--- src/rtl/cart_pkg.sv ---
package cart_pkg;

  typedef enum logic [1:0] {
    WIN_RAMEN  = 2'd0,
    WIN_ROMSEL = 2'd1,
    WIN_EXTSEL = 2'd2,
    WIN_COPY   = 2'd3
  } ctrl_win_e;

  // program bank fix-up: keep 7 bits, never zero
  function automatic logic [6:0] fix_rom_bank(input logic [7:0] d);
    return (d[6:0] == 7'd0) ? 7'd1 : d[6:0];
  endfunction

  // modulo increment, returns {carry, next}
  function automatic logic [6:0] step_mod(input logic [5:0] v, input logic [5:0] lim);
    if (v == lim - 6'd1) return {1'b1, 6'd0};
    return {1'b0, v + 6'd1};
  endfunction

endpackage

--- src/rtl/cart_ctrl_regs.sv ---
module cart_ctrl_regs
  import cart_pkg::*;
#(
  parameter int RAM_BANK_BITS = 2
) (
  input  logic                     clk,
  input  logic                     rst_n,
  input  logic                     wr_en,
  input  ctrl_win_e                win,
  input  logic [7:0]               wdata,
  output logic                     ram_en,
  output logic [6:0]               rom_bank,
  output logic [RAM_BANK_BITS-1:0] ram_bank,
  output logic                     clk_map,
  output logic [2:0]               clk_sel,
  output logic                     copy_pulse
);

  localparam logic [7:0] RAM_LIM = 8'(1 << RAM_BANK_BITS);

  logic armed;
  logic sel_ram, sel_clk;

  assign sel_ram    = (wdata < RAM_LIM);
  assign sel_clk    = (wdata >= 8'h08) && (wdata <= 8'h0C);
  assign copy_pulse = wr_en && (win == WIN_COPY) && (wdata == 8'h01) && armed;

  always_ff @(posedge clk) begin
    if (!rst_n) begin
      ram_en   <= 1'b0;
      rom_bank <= 7'd1;
      ram_bank <= '0;
      clk_map  <= 1'b0;
      clk_sel  <= 3'd0;
      armed    <= 1'b0;
    end else if (wr_en) begin
      case (win)
        WIN_RAMEN: begin
          if (wdata == 8'h0A)      ram_en <= 1'b1;
          else if (wdata == 8'h00) ram_en <= 1'b0;
        end
        WIN_ROMSEL: rom_bank <= fix_rom_bank(wdata);
        WIN_EXTSEL: begin
          if (sel_ram) begin
            ram_bank <= wdata[RAM_BANK_BITS-1:0];
            clk_map  <= 1'b0;
          end else if (sel_clk) begin
            clk_sel  <= wdata[2:0];
            clk_map  <= 1'b1;
          end
        end
        WIN_COPY: armed <= (wdata == 8'h00);
        default: ;
      endcase
    end
  end

  assert_ram_en_keep_R2: assert property (@(posedge clk) disable iff (!rst_n)
    (wr_en && win == WIN_RAMEN && wdata != 8'h00 && wdata != 8'h0A) |=> $stable(ram_en));

  assert_rom_zero_fix_R3: assert property (@(posedge clk) disable iff (!rst_n)
    (wr_en && win == WIN_ROMSEL && wdata[6:0] == 7'd0) |=> rom_bank == 7'd1);

  assert_sel_ignore_R5: assert property (@(posedge clk) disable iff (!rst_n)
    (wr_en && win == WIN_EXTSEL && wdata >= RAM_LIM && (wdata < 8'h08 || wdata > 8'h0C))
    |=> ($stable(clk_map) && $stable(clk_sel) && $stable(ram_bank)));

endmodule

--- src/rtl/cart_rtc.sv ---
module cart_rtc
  import cart_pkg::*;
#(
  parameter int DAY_BITS = 9
) (
  input  logic       clk,
  input  logic       rst_n,
  input  logic       tick,
  input  logic       copy,
  input  logic       wr,
  input  logic [2:0] sel,
  input  logic [7:0] wdata,
  output logic [7:0] rdata
);

  logic [5:0]          sec, min, hr;
  logic [DAY_BITS-1:0] day;
  logic [6:0]          sec_step, min_step, hr_step;
  logic                sec_wrap, min_wrap, hr_wrap;
  logic [3:0]          day_hi;
  logic [7:0]          l_sec, l_min, l_hr, l_day, l_ctl;

  assign sec_step = step_mod(sec, 6'd60);
  assign min_step = step_mod(min, 6'd60);
  assign hr_step  = step_mod(hr, 6'd24);
  assign sec_wrap = tick && sec_step[6];
  assign min_wrap = sec_wrap && min_step[6];
  assign hr_wrap  = min_wrap && hr_step[6];
  assign day_hi   = 4'(day >> 8);

  always_ff @(posedge clk) begin
    if (!rst_n) begin
      sec <= '0; min <= '0; hr <= '0; day <= '0;
    end else if (tick) begin
      sec <= sec_step[5:0];
      if (sec_wrap) min <= min_step[5:0];
      if (min_wrap) hr  <= hr_step[5:0];
      if (hr_wrap)  day <= day + 1'b1;
    end
  end

  always_ff @(posedge clk) begin
    if (!rst_n) begin
      l_sec <= '0; l_min <= '0; l_hr <= '0; l_day <= '0; l_ctl <= '0;
    end else if (copy) begin
      l_sec <= {2'b00, sec};
      l_min <= {2'b00, min};
      l_hr  <= {2'b00, hr};
      l_day <= day[7:0];
      l_ctl <= {l_ctl[7:4], day_hi};
    end else if (wr) begin
      case (sel)
        3'd0: l_sec <= wdata;
        3'd1: l_min <= wdata;
        3'd2: l_hr  <= wdata;
        3'd3: l_day <= wdata;
        3'd4: l_ctl <= wdata;
        default: ;
      endcase
    end
  end

  always_comb begin
    case (sel)
      3'd0: rdata = l_sec;
      3'd1: rdata = l_min;
      3'd2: rdata = l_hr;
      3'd3: rdata = l_day;
      3'd4: rdata = l_ctl;
      default: rdata = 8'hFF;
    endcase
  end

  assert_time_range_R9: assert property (@(posedge clk) disable iff (!rst_n)
    (sec < 6'd60) && (min < 6'd60) && (hr < 6'd24));

  assert_copy_sec_R8: assert property (@(posedge clk) disable iff (!rst_n)
    copy |=> (l_sec == {2'b00, $past(sec)}));

  assert_ctl_nibble_R7: assert property (@(posedge clk) disable iff (!rst_n)
    copy |=> (l_ctl[7:4] == $past(l_ctl[7:4])));

endmodule

--- src/rtl/cart_bank_ctrl.sv ---
module cart_bank_ctrl
  import cart_pkg::*;
#(
  parameter int ROM_BANK_BITS = 5,
  parameter int RAM_BANK_BITS = 2,
  parameter int DAY_BITS      = 9
) (
  input  logic                        clk,
  input  logic                        rst_n,
  input  logic [15:0]                 bus_addr,
  input  logic [7:0]                  bus_wdata,
  input  logic                        bus_wr,
  input  logic                        bus_rd,
  input  logic                        rtc_tick,
  output logic [7:0]                  bus_rdata,
  output logic [ROM_BANK_BITS+13:0]   rom_addr,
  output logic                        rom_cs,
  output logic [RAM_BANK_BITS+12:0]   ram_addr,
  output logic [7:0]                  ram_wdata,
  output logic                        ram_cs,
  output logic                        ram_we,
  input  logic [7:0]                  ram_rdata
);

  localparam int         ROM_AW   = ROM_BANK_BITS + 14;
  localparam logic [6:0] ROM_MASK = 7'((1 << ROM_BANK_BITS) - 1);

  logic                     in_rom, in_ext, ctrl_wr;
  logic                     ram_en, clk_map, copy_pulse;
  logic [6:0]               rom_bank, eff_bank;
  logic [RAM_BANK_BITS-1:0] ram_bank;
  logic [2:0]               clk_sel;
  logic                     ext_to_clk, ext_to_ram, rtc_wr;
  logic [7:0]               rtc_rdata;

  assign in_rom  = ~bus_addr[15];
  assign in_ext  = (bus_addr[15:13] == 3'b101);
  assign ctrl_wr = bus_wr && in_rom;

  cart_ctrl_regs #(.RAM_BANK_BITS(RAM_BANK_BITS)) u_regs (
    .clk        (clk),
    .rst_n      (rst_n),
    .wr_en      (ctrl_wr),
    .win        (ctrl_win_e'(bus_addr[14:13])),
    .wdata      (bus_wdata),
    .ram_en     (ram_en),
    .rom_bank   (rom_bank),
    .ram_bank   (ram_bank),
    .clk_map    (clk_map),
    .clk_sel    (clk_sel),
    .copy_pulse (copy_pulse)
  );

  assign ext_to_clk = in_ext && clk_map;
  assign ext_to_ram = in_ext && !clk_map && ram_en;
  assign rtc_wr     = ext_to_clk && bus_wr;

  cart_rtc #(.DAY_BITS(DAY_BITS)) u_rtc (
    .clk   (clk),
    .rst_n (rst_n),
    .tick  (rtc_tick),
    .copy  (copy_pulse),
    .wr    (rtc_wr),
    .sel   (clk_sel),
    .wdata (bus_wdata),
    .rdata (rtc_rdata)
  );

  assign eff_bank  = bus_addr[14] ? (rom_bank & ROM_MASK) : 7'd0;
  assign rom_addr  = ROM_AW'({eff_bank, bus_addr[13:0]});
  assign rom_cs    = bus_rd && in_rom;
  assign ram_addr  = {ram_bank, bus_addr[12:0]};
  assign ram_wdata = bus_wdata;
  assign ram_cs    = ext_to_ram && (bus_rd || bus_wr);
  assign ram_we    = ext_to_ram && bus_wr;

  always_comb begin
    if (bus_rd && ext_to_clk)      bus_rdata = rtc_rdata;
    else if (bus_rd && ext_to_ram) bus_rdata = ram_rdata;
    else                           bus_rdata = 8'hFF;
  end

  assert_ext_float_R6: assert property (@(posedge clk) disable iff (!rst_n)
    (bus_rd && in_ext && !ram_cs && !clk_map) |-> bus_rdata == 8'hFF);

  assert_map_blocks_ram_R6: assert property (@(posedge clk) disable iff (!rst_n)
    (bus_wr && in_ext && clk_map) |-> !ram_we);

  assert_no_rom_cs_on_wr_R10: assert property (@(posedge clk) disable iff (!rst_n)
    (bus_wr && !bus_rd) |-> !rom_cs);

endmodule

--- config.mk ---
export PLATFORM = sky130hd
export DESIGN_NAME = cart_bank_ctrl
export DESIGN_NICKNAME = d
export VERILOG_FILES = /design/src/rtl/cart_pkg.sv /design/src/rtl/cart_ctrl_regs.sv /design/src/rtl/cart_rtc.sv /design/src/rtl/cart_bank_ctrl.sv
export SDC_FILE = /design/constraint.sdc
export NUM_CORES = 1
export LEC_CHECK = 0
export BUFFER_PORTS_ARGS = -buffer_cell sky130_fd_sc_hd__buf_2
export CELL_PAD_IN_SITES_DETAIL_PLACEMENT = 0
export CELL_PAD_IN_SITES_GLOBAL_PLACEMENT = 1
export CORE_MARGIN = 1.5
export CORE_UTILIZATION = 40
export CTS_CLUSTER_SIZE = 10
export DETAILED_ROUTE_END_ITERATION = 8
export GPL_TIMING_DRIVEN = 0
export HOLD_SLACK_MARGIN = 0.12
export PLACE_DENSITY = 0.74
export SLEW_MARGIN = 20
export SYNTH_ARGS = -nofsm -noshare
export SYNTH_HDL_FRONTEND = slang
export SYNTH_SLANG_ARGS = --single-unit
--- constraint.sdc ---
create_clock -name clk -period 2.9 [get_ports clk]
set_input_delay 0 -clock clk [delete_from_list [all_inputs] [get_ports clk]]
set_output_delay 0 -clock clk [all_outputs]
set_load 0.005 [all_outputs]
==> run summary, run 1 <==
The floorplan step defined a die boundary enclosing 11940 um^2. The die is 109.3 um wide. The gate family responsible for the most delay along the worst path is buffers and inverters. The vias per cell is 5.609, and the number of fillers in the final layout is 1089. Ranked by total cell area, the synthesized netlist is headed by dfxtp_1, buf_4, mux2i_1.

The tools report the initial antenna violation count as 0. For the pin with the worst max-slew slack, the measured transition is 796.0 ps. Input and output buffers added on the ports amount to 69. Among all stages on the critical path, the largest delay is contributed by clkbuf_1.

The tools report the count of clock tree sinks as 80. Averaged over all synthesized cells, the footprint is 8.398 um^2. The logs give 538 for the gate count after technology mapping and 0 for the max-cap violation count. Summed over all cells, the static leakage comes to 0.002095 uW. Global routing used 24.33% of the available tracks across all layers.

The clock passes through at most 2 buffers. The tools report the critical path endpoint category as a primary output. Summing over every cut layer, the via total after detailed routing is 4336.

The worst register-to-register path ends at u_rtc.day[7]$_SDFFE_PN0P_. After clock tree synthesis, the repair step resized 0 gates. The number of antenna diodes was 0; the maximum operating frequency was 421.8 MHz. Of all flip-flops after synthesis, the portion carrying an async set or reset was 0%.

The number of cell instances on the worst register-to-register path is 6, and the net count of the mapped netlist is 579. Setup violations remaining at the end of the flow were counted as 0. Hold path startpoint: bus_wdata[1]. The distinct cell type count of the synthesized netlist was 57; the share of layout cells above drive strength 1 was 25.28%. In this run the power density over the cells is 472.3 nW/um^2.

The worst pin sits at a relative slew slack of 46.93%. After clock tree synthesis, the clock-pin slew on the worst setup and hold paths is 60 ps. The starting density of the core was 41.32%; the fraction of the cycle the final worst path needs was 81.75%.

Summing every instance area after synthesis gives 4518 um^2. The logs give 39.73% for the global-route met2 utilization and 9 for the CTS buffer count. The layer flagged by global routing as most heavily used is met2. The detailed-placement wirelength estimate was 10.43 mm; the proportion of synthesized chip area in sequential cells was 35.45%.

90 I/O pins were placed. Largest area contributor in the netlist: dfxtp_1. TritonCTS built the clock tree.

Counting flops with a built-in enable in the synthesized netlist gives 0. Across all register-to-register paths, the minimum setup slack is 870 ps. The startpoint identified for the worst register-to-register timing path is u_rtc.sec[0]$_SDFFE_PN0P_. The net count reported at finish is 669. The largest single stage delay on the critical path is 380 ps. The synthesis-to-finish area growth is 21.24%.

Summed over all layers, the global routing overflow is 0. The sequential standard cell area came out at 1602 um^2. In the synthesized netlist the dominant register cell turns out to be dfxtp_1. Global-route wire length before repair: 21.79 mm.

The total count of hold-check failures in the final report is 0, and the DRC violation count after routing is 0. Met3 capacity usage during global routing: 3.706%. In this design, the critical path's most frequently occurring cell is buf_2. Post-CTS timing repair inserted 0 buffers for setup. The tree is rooted in a clkbuf_16. The floorplan step defined a core boundary enclosing 10940 um^2. The run finished with clean final reports. Walking the worst path, the cells encountered are buf_2 -> buf_2 -> clkbuf_1 -> o22a_1 -> nor2_1 -> o32a_1 -> buf_2. The routed length per placed instance is 18.18 um, and the peak supply drop is 0.2702 mV. Summed over its instances, the top area cell type makes up 35.45% of the synthesized netlist area. For the worst setup path, the data required time is 2900 ps. The number of DRC markers after the initial detailed-route iteration came out at 335.

The Yosys step of the flow raised 0 warnings. The final sum of negative setup slack was 0 ps; the number of optimization iterations in the first detailed-route pass was 6. In the final layout, the multi-input gates occupy 2452 um^2. The via count of the first global-routing pass came out at 4035. The worst hold path class was primary input to flip-flop. Once detail routing completed, the nets flagged for antenna violations numbered 0. The buffers plus inverters on the worst setup path was 4; the number of cell rows was 38. After detailed routing, the total wire length is 14.05 mm. For this run, global-route usage on met1 was measured as 33.70%. The highest fanout seen on the critical path is 10.

The die span in y came out at 109.3 um. The max-slew violation count was 0; the clock latency at the later pin of the worst-skew pair was 340 ps. The H-tree generated during clock tree synthesis spans 3 levels.

The path type of the worst setup path was flip-flop to primary output. By count the netlist is led by dfxtp_1, nand2_1, nor2_1. The most common cell in the synthesized netlist is dfxtp_1. The worst setup path is launched from a flip-flop.

The maximum number of pins on one net before global-route repair was 15. Setup repair after global routing left no endpoint under its margin. Area of placed instances: 5039 um^2. Counting flops and latches in the post-synthesis netlist gives 80.

Last weighted congestion value of the routability-driven placer: 0.8680. For hold timing, the worst endpoint is u_rtc.l_sec[2]$_SDFFE_PN0P_. Counting I/O delays and the setup requirement, the final critical path takes 2371 ps. Summing all non-filler instances in the final layout gives an area of 5478 um^2. The depth of the worst hold-timing path was 4; the post-route clock skew was 6.900 ps.

The data arrival time of the critical path is 2370 ps.
worst reg2reg max path: stages (launching register included):
cell and delay (ps):
dfxtp_1 420, ha_1 260, and4_1 230, buf_6 150
nand4_1 210, or4_1 540, a21oi_1 140
how the worst max path moves through the flow:
stage	cells past startpoint	from	end	slack [ps]
after floorplan	7	u_rtc.sec[0]$_SDFFE_PN0P_	u_rtc.day[2]$_SDFFE_PN0P_	1150
after global placement	7	u_regs.clk_sel[1]$_SDFFE_PN0P_	bus_rdata[1]	920
after detailed placement	6	u_rtc.sec[0]$_SDFFE_PN0P_	u_rtc.day[7]$_SDFFE_PN0P_	910
after CTS	7	u_regs.clk_sel[1]$_SDFFE_PN0P_	bus_rdata[1]	560
after global routing	7	u_regs.clk_sel[1]$_SDFFE_PN0P_	bus_rdata[1]	470
final	7	u_regs.clk_sel[1]$_SDFFE_PN0P_	bus_rdata[1]	530
flip-flops by register name, summed over array words and instances, names as in the netlist:
signal,count
u_regs.armed,1
u_regs.clk_map,1
u_regs.clk_sel,3
u_regs.ram_bank,2
u_regs.ram_en,1
u_regs.rom_bank,5
u_rtc.day,9
u_rtc.hr,6
u_rtc.l_ctl,8
u_rtc.l_day,8
u_rtc.l_hr,8
u_rtc.l_min,8
u_rtc.l_sec,8
u_rtc.min,6
u_rtc.sec,6
metal layers:
layer	vias to the layer above	part of all wire, %	wire length (um)
met5	-	0	0
met4	0	1.0	147
met3	10	5.6	786
met2	132	47	6552
met1	2087	47	6565
li1	2107	-	-
timing repair:
item | CTS | global route
setup endpoints to repair | 0 | 0
hold buffers | 10 | 0
endpoints found under the hold margin | 25 | 0
cells in the final DEF, fill, tap and decap left out, drive strengths merged, types with 5 or more instances in the layout:
master,netlist,layout
o21ai,23,23
or3,6,6
nor2b,9,9
clkbuf,21,32
o32a,10,10
nand4,12,12
o221a,9,9
dfxtp,80,80
o31ai,5,5
nand2b,7,7
nor2,43,43
nand2,62,62
xor2,7,7
and2,6,6
buf,53,122
and4b,5,5
a21oi,27,27
nand3,26,26
mux2i,27,27
dlygate4sd3,0,10
a31oi,10,10
o21a,11,11
or4,9,9
nor3,8,8
and3,9,9
kinds of logic after synthesis:
group / count (synthesis) / synth area share (%)
adder cells (fa/ha/maj): 4 / 1.108
XOR/XNOR: 10 / 1.939
AND/OR/NAND/NOR: 228 / 27.89
AO/OA/AOI/OAI: 110 / 16.87
buffers and inverters: 77 / 10.27
flip-flops: 80 / 35.45
multiplexers: 29 / 6.480
power by group:
group          internal [uW]  switching, uW  leakage, uW
Combinational           91.9           99.9      0.00128
Clock                    809            478     0.000167
Sequential              1100           5.37     0.000645
Total                   2000            583      0.00210
area by class of cell:
type | instances | area share [%]
inverters | 3 | 0.2056
multi-input cells | 381 | 44.77
repair buffers | 79 | 8.132
clock inverters | 5 | 1.576
well taps | 140 | 3.198
clock buffers | 11 | 4.614
flip-flops and latches | 80 | 29.24
plain buffers | 74 | 8.269
per-stage QoR:
step	utilization, %	power, uW	hold WS, ps	worst slack, ps	instances
finish	50.09	2587	140.4	529.2	773
CTS	50.09	2599	130.4	556.7	773
detailed placement	46.08	1317	166.2	906.2	747
global route	50.09	2664	155.5	469.4	773
floorplan	-	1239	80.82	1151	538
global placement	46.08	1315	166.9	921.4	747
Power figures use the tool's default switching activity.
==> inputs of run 2 (changes only) <==
==> constraint.sdc (replaced) <==
create_clock -name clk -period 2.2 [get_ports clk]
set_input_delay 0 -clock clk [delete_from_list [all_inputs] [get_ports clk]]
set_output_delay 0 -clock clk [all_outputs]
set_load 0.005 [all_outputs]
==> run 2 against run 1 <==
Effect of this change: power increased by 32%; critical path depth decreased by 1; core utilization increased by 0.47 points; setup slack got worse by 430 ps; sequential cell count unchanged; register-to-register slack got worse by 690 ps; sequential power increased by 32%; clock skew decreased by 1.3 ps; critical path type unchanged; sequential share of layout area decreased by 0.27 points; clock power increased by 32%.
==> run summary, run 2 (synthesized netlist as in run 1, its figures left out) <==
The hold path startpoint was bus_wdata[6]. The tools report the reg-to-reg setup timing slack as 180 ps (-690 ps). The tools report the peak supply drop as 0.3562 mV (+32%). The remaining antenna violation count after routing came out at 0 (unchanged).

Clock transition time at the flip-flop clock pins of the worst setup and hold paths: 60 ps (about the same). Register containing the most flip-flops in the final layout: u_rtc.day. Setup repair after global routing left no endpoint under its margin.

The data arrival time of the critical path came out at 2110 ps (-260 ps). The logs give 80 (unchanged) for the count of clock tree sinks and 2200 ps (-700 ps) for the critical path required time. By startpoint and endpoint, the worst setup path is classified as flip-flop to primary output. The global-route wire length before repair is 21.84 mm (+0.22%). The number of DRC markers after the initial detailed-route iteration is 355 (+6.0%), and the flip-flop count of the largest register after layout is 9 (unchanged). The number of cell rows came out at 38 (unchanged). Relative to the synthesized area, the layout overhead comes to 22.38%. Share of layout cells above drive strength 1: 26.49% (+1.2 points).

The tools report the I/O pin total as 90 (unchanged). The worst setup path is captured at a primary output. The tools report the leakage dissipation as 0.002125 uW (+1.4%). The DRC violation count after routing was 0 (unchanged). The maximum operating frequency came out at 474.9 MHz.

The tools report the number of antenna diodes as 0 (unchanged). The via count of the first global-routing pass was 4024 (-0.27%). The tools report the worst reg2reg path startpoint as u_rtc.sec[0]$_SDFFE_PN0P_.

The deepest level of the CTS H-tree was 3 (unchanged); the die span in y was 109.3 um (unchanged). The total core area is 10940 um^2 (unchanged), and the clock latency at the later pin of the worst-skew pair is 340 ps (about the same). The slowest stage of the critical path is the o32a_1 cell. The gate family responsible for the most delay along the worst path was compound AO/OA/AOI/OAI gates.

The max-slew violation count is 0 (unchanged). Leaving out fill and tap cells, the most frequent cell in the layout is buf_2. The area of the die is 11940 um^2 (unchanged).

In this run the worst hold path is classified as primary input to primary output. The endpoint of the worst hold path was ram_wdata[6]. The vias per cell is 5.672 (+1.1%).

For the total count of hold-check failures in the final report, the log shows 0 (unchanged). The run finished with clean final reports. The run gives 4413 (+1.8%) as the via count. The run gives 0 (unchanged) as the number of endpoints failing setup at the final stage. The end of the worst register-to-register path was u_rtc.day[7]$_SDFFE_PN0P_. The run gives 9 (unchanged) as the CTS buffer count. The power per cell area is 617.1 nW/um^2 (+31%). The last weighted congestion value of the routability-driven placer is 0.8680 (unchanged). The run gives 5.593 ps (-1.308 ps) as the post-route clock skew. The number of cell instances on the worst register-to-register path was 6 (unchanged).

The remaining global-route overflow was 0 (unchanged); the routed length per placed instance was 18.18 um (about the same). TritonCTS built the clock tree. The starting density of the core was 41.32% (unchanged). The top cell types in the final layout, fill and taps aside, are buf_2, dfxtp_1, nand2_1, buf_4, nor2_1.

Number of I/O port buffers: 69 (unchanged). The buffers plus inverters on the worst setup path came out at 3 (-1). Die width: 109.3 um (unchanged). The net count reported at finish is 674 (+0.75%).

The root buffer cell chosen for the clock tree is clkbuf_16. The detailed-placement wirelength estimate is 10.43 mm (unchanged), and the fraction of the cycle the final worst path needs is 95.71%. The highest fanout seen on the critical path is 10 (unchanged), and the minimum setup slack after placement is 206.2 ps (-700.0 ps).

The tools report the number of optimization iterations in the first detailed-route pass as 5 (-1). The initial antenna violation count is 0 (unchanged). The tools report the final wirelength as 14.14 mm (+0.65%). Startpoint type of the worst setup path: a flip-flop.

The shortest period the worst path allows is 2106 ps. The end-of-flow core utilization is 50.56% (+0.47 points), and the maximum number of pins on one net before global-route repair is 15 (unchanged). The depth of the worst hold-timing path works out to 2 (-2).

The tools report the buffer depth of the longest clock path as 2 (unchanged). The final sum of negative setup slack is 0 ps (unchanged). Overall track demand over capacity in global routing: 24.39% (+0.063 points). The critical path goes through clkbuf_4 -> buf_4 -> o21ai_0 -> nand3_2 -> o32a_1 -> buf_2. The worst slew margin relative to its limit is 46.64% (-0.30 points).

The largest incremental delay on the critical path works out to 430 ps (+50 ps). The actual slew at the worst max-slew pin is 800.4 ps (+4.436 ps), and the final worst setup slack is 94.38 ps (-434.8 ps). The max-cap violation count was 0 (unchanged).
[run 2: timing repair]
action,4_1_cts,5_1_grt
endpoints found under the hold margin,25,0
gates resized for setup,4,4
hold buffers,10,0
setup endpoints to repair,8,19
cloned,0,0
pin swaps,0,2
buffers inserted,0,5
[run 2: per-layer routing]
layer	GRT usage [%]	wire [um]	vias up
met5	0	0	-
met4	5.566	130	0
met3	3.766	951	10
met2	40.09	6633	161
met1	33.59	6427	2121
li1	-	-	2121
[run 2: power by group]
part / switching [uW] / internal, uW / total [uW]
sequential: 7.16 / 1450 / 1460
combinational: 133 / 122 / 256
clock: 628 / 1070 / 1700
[run 2: metrics by stage]
| stage | hold WS [ps] | instance area (um^2) | cells | power, uW |
|---|---|---|---|---|
| after floorplan | 80.82 | 4518 | 538 | 1633 |
| after global placement | 166.9 | 5039 | 747 | 1733 |
| after detailed placement | 166.2 | 5039 | 747 | 1736 |
| after CTS | 130.4 | 5488 | 773 | 3427 |
| after global routing | 168.9 | 5529 | 778 | 3514 |
| final | 165.0 | 5529 | 778 | 3412 |
[run 2: layout make-up]
type / instances / area, um^2
Buffer: 74 / 461.7
Clock buffer: 11 / 252.7
Clock inverter: 5 / 86.33
Fill cell: 1085 / 5406
Inverter: 3 / 11.26
Multi-Input combinational cell: 381 / 2457
Sequential cell: 80 / 1602
Tap cell: 140 / 175.2
Timing Repair Buffer: 84 / 483.0
[run 2: worst max path at each step]
stage                                   start                           to  slack (ps)  depth (start not counted)
2_1_floorplan       u_rtc.sec[0]$_SDFFE_PN0P_    u_rtc.day[2]$_SDFFE_PN0P_         450                          7
3_3_place_gp   u_regs.clk_sel[1]$_SDFFE_PN0P_                 bus_rdata[1]         220                          7
3_5_place_dp        u_rtc.sec[0]$_SDFFE_PN0P_    u_rtc.day[7]$_SDFFE_PN0P_         210                          6
4_1_cts        u_regs.clk_sel[2]$_SDFFE_PN0P_                 bus_rdata[0]          60                          6
5_1_grt                          bus_wdata[0]  u_rtc.l_day[5]$_SDFFE_PN0P_          30                          7
6_report       u_regs.clk_sel[1]$_SDFFE_PN0P_                 bus_rdata[0]          90                          6
[run 2: worst reg2reg max path: stages (launching register included)]
cell and delay (ps):
dfxtp_1 420, ha_1 260, and4_1 230, buf_6 150, nand4_1 200, or4_1 540, a21oi_1 140
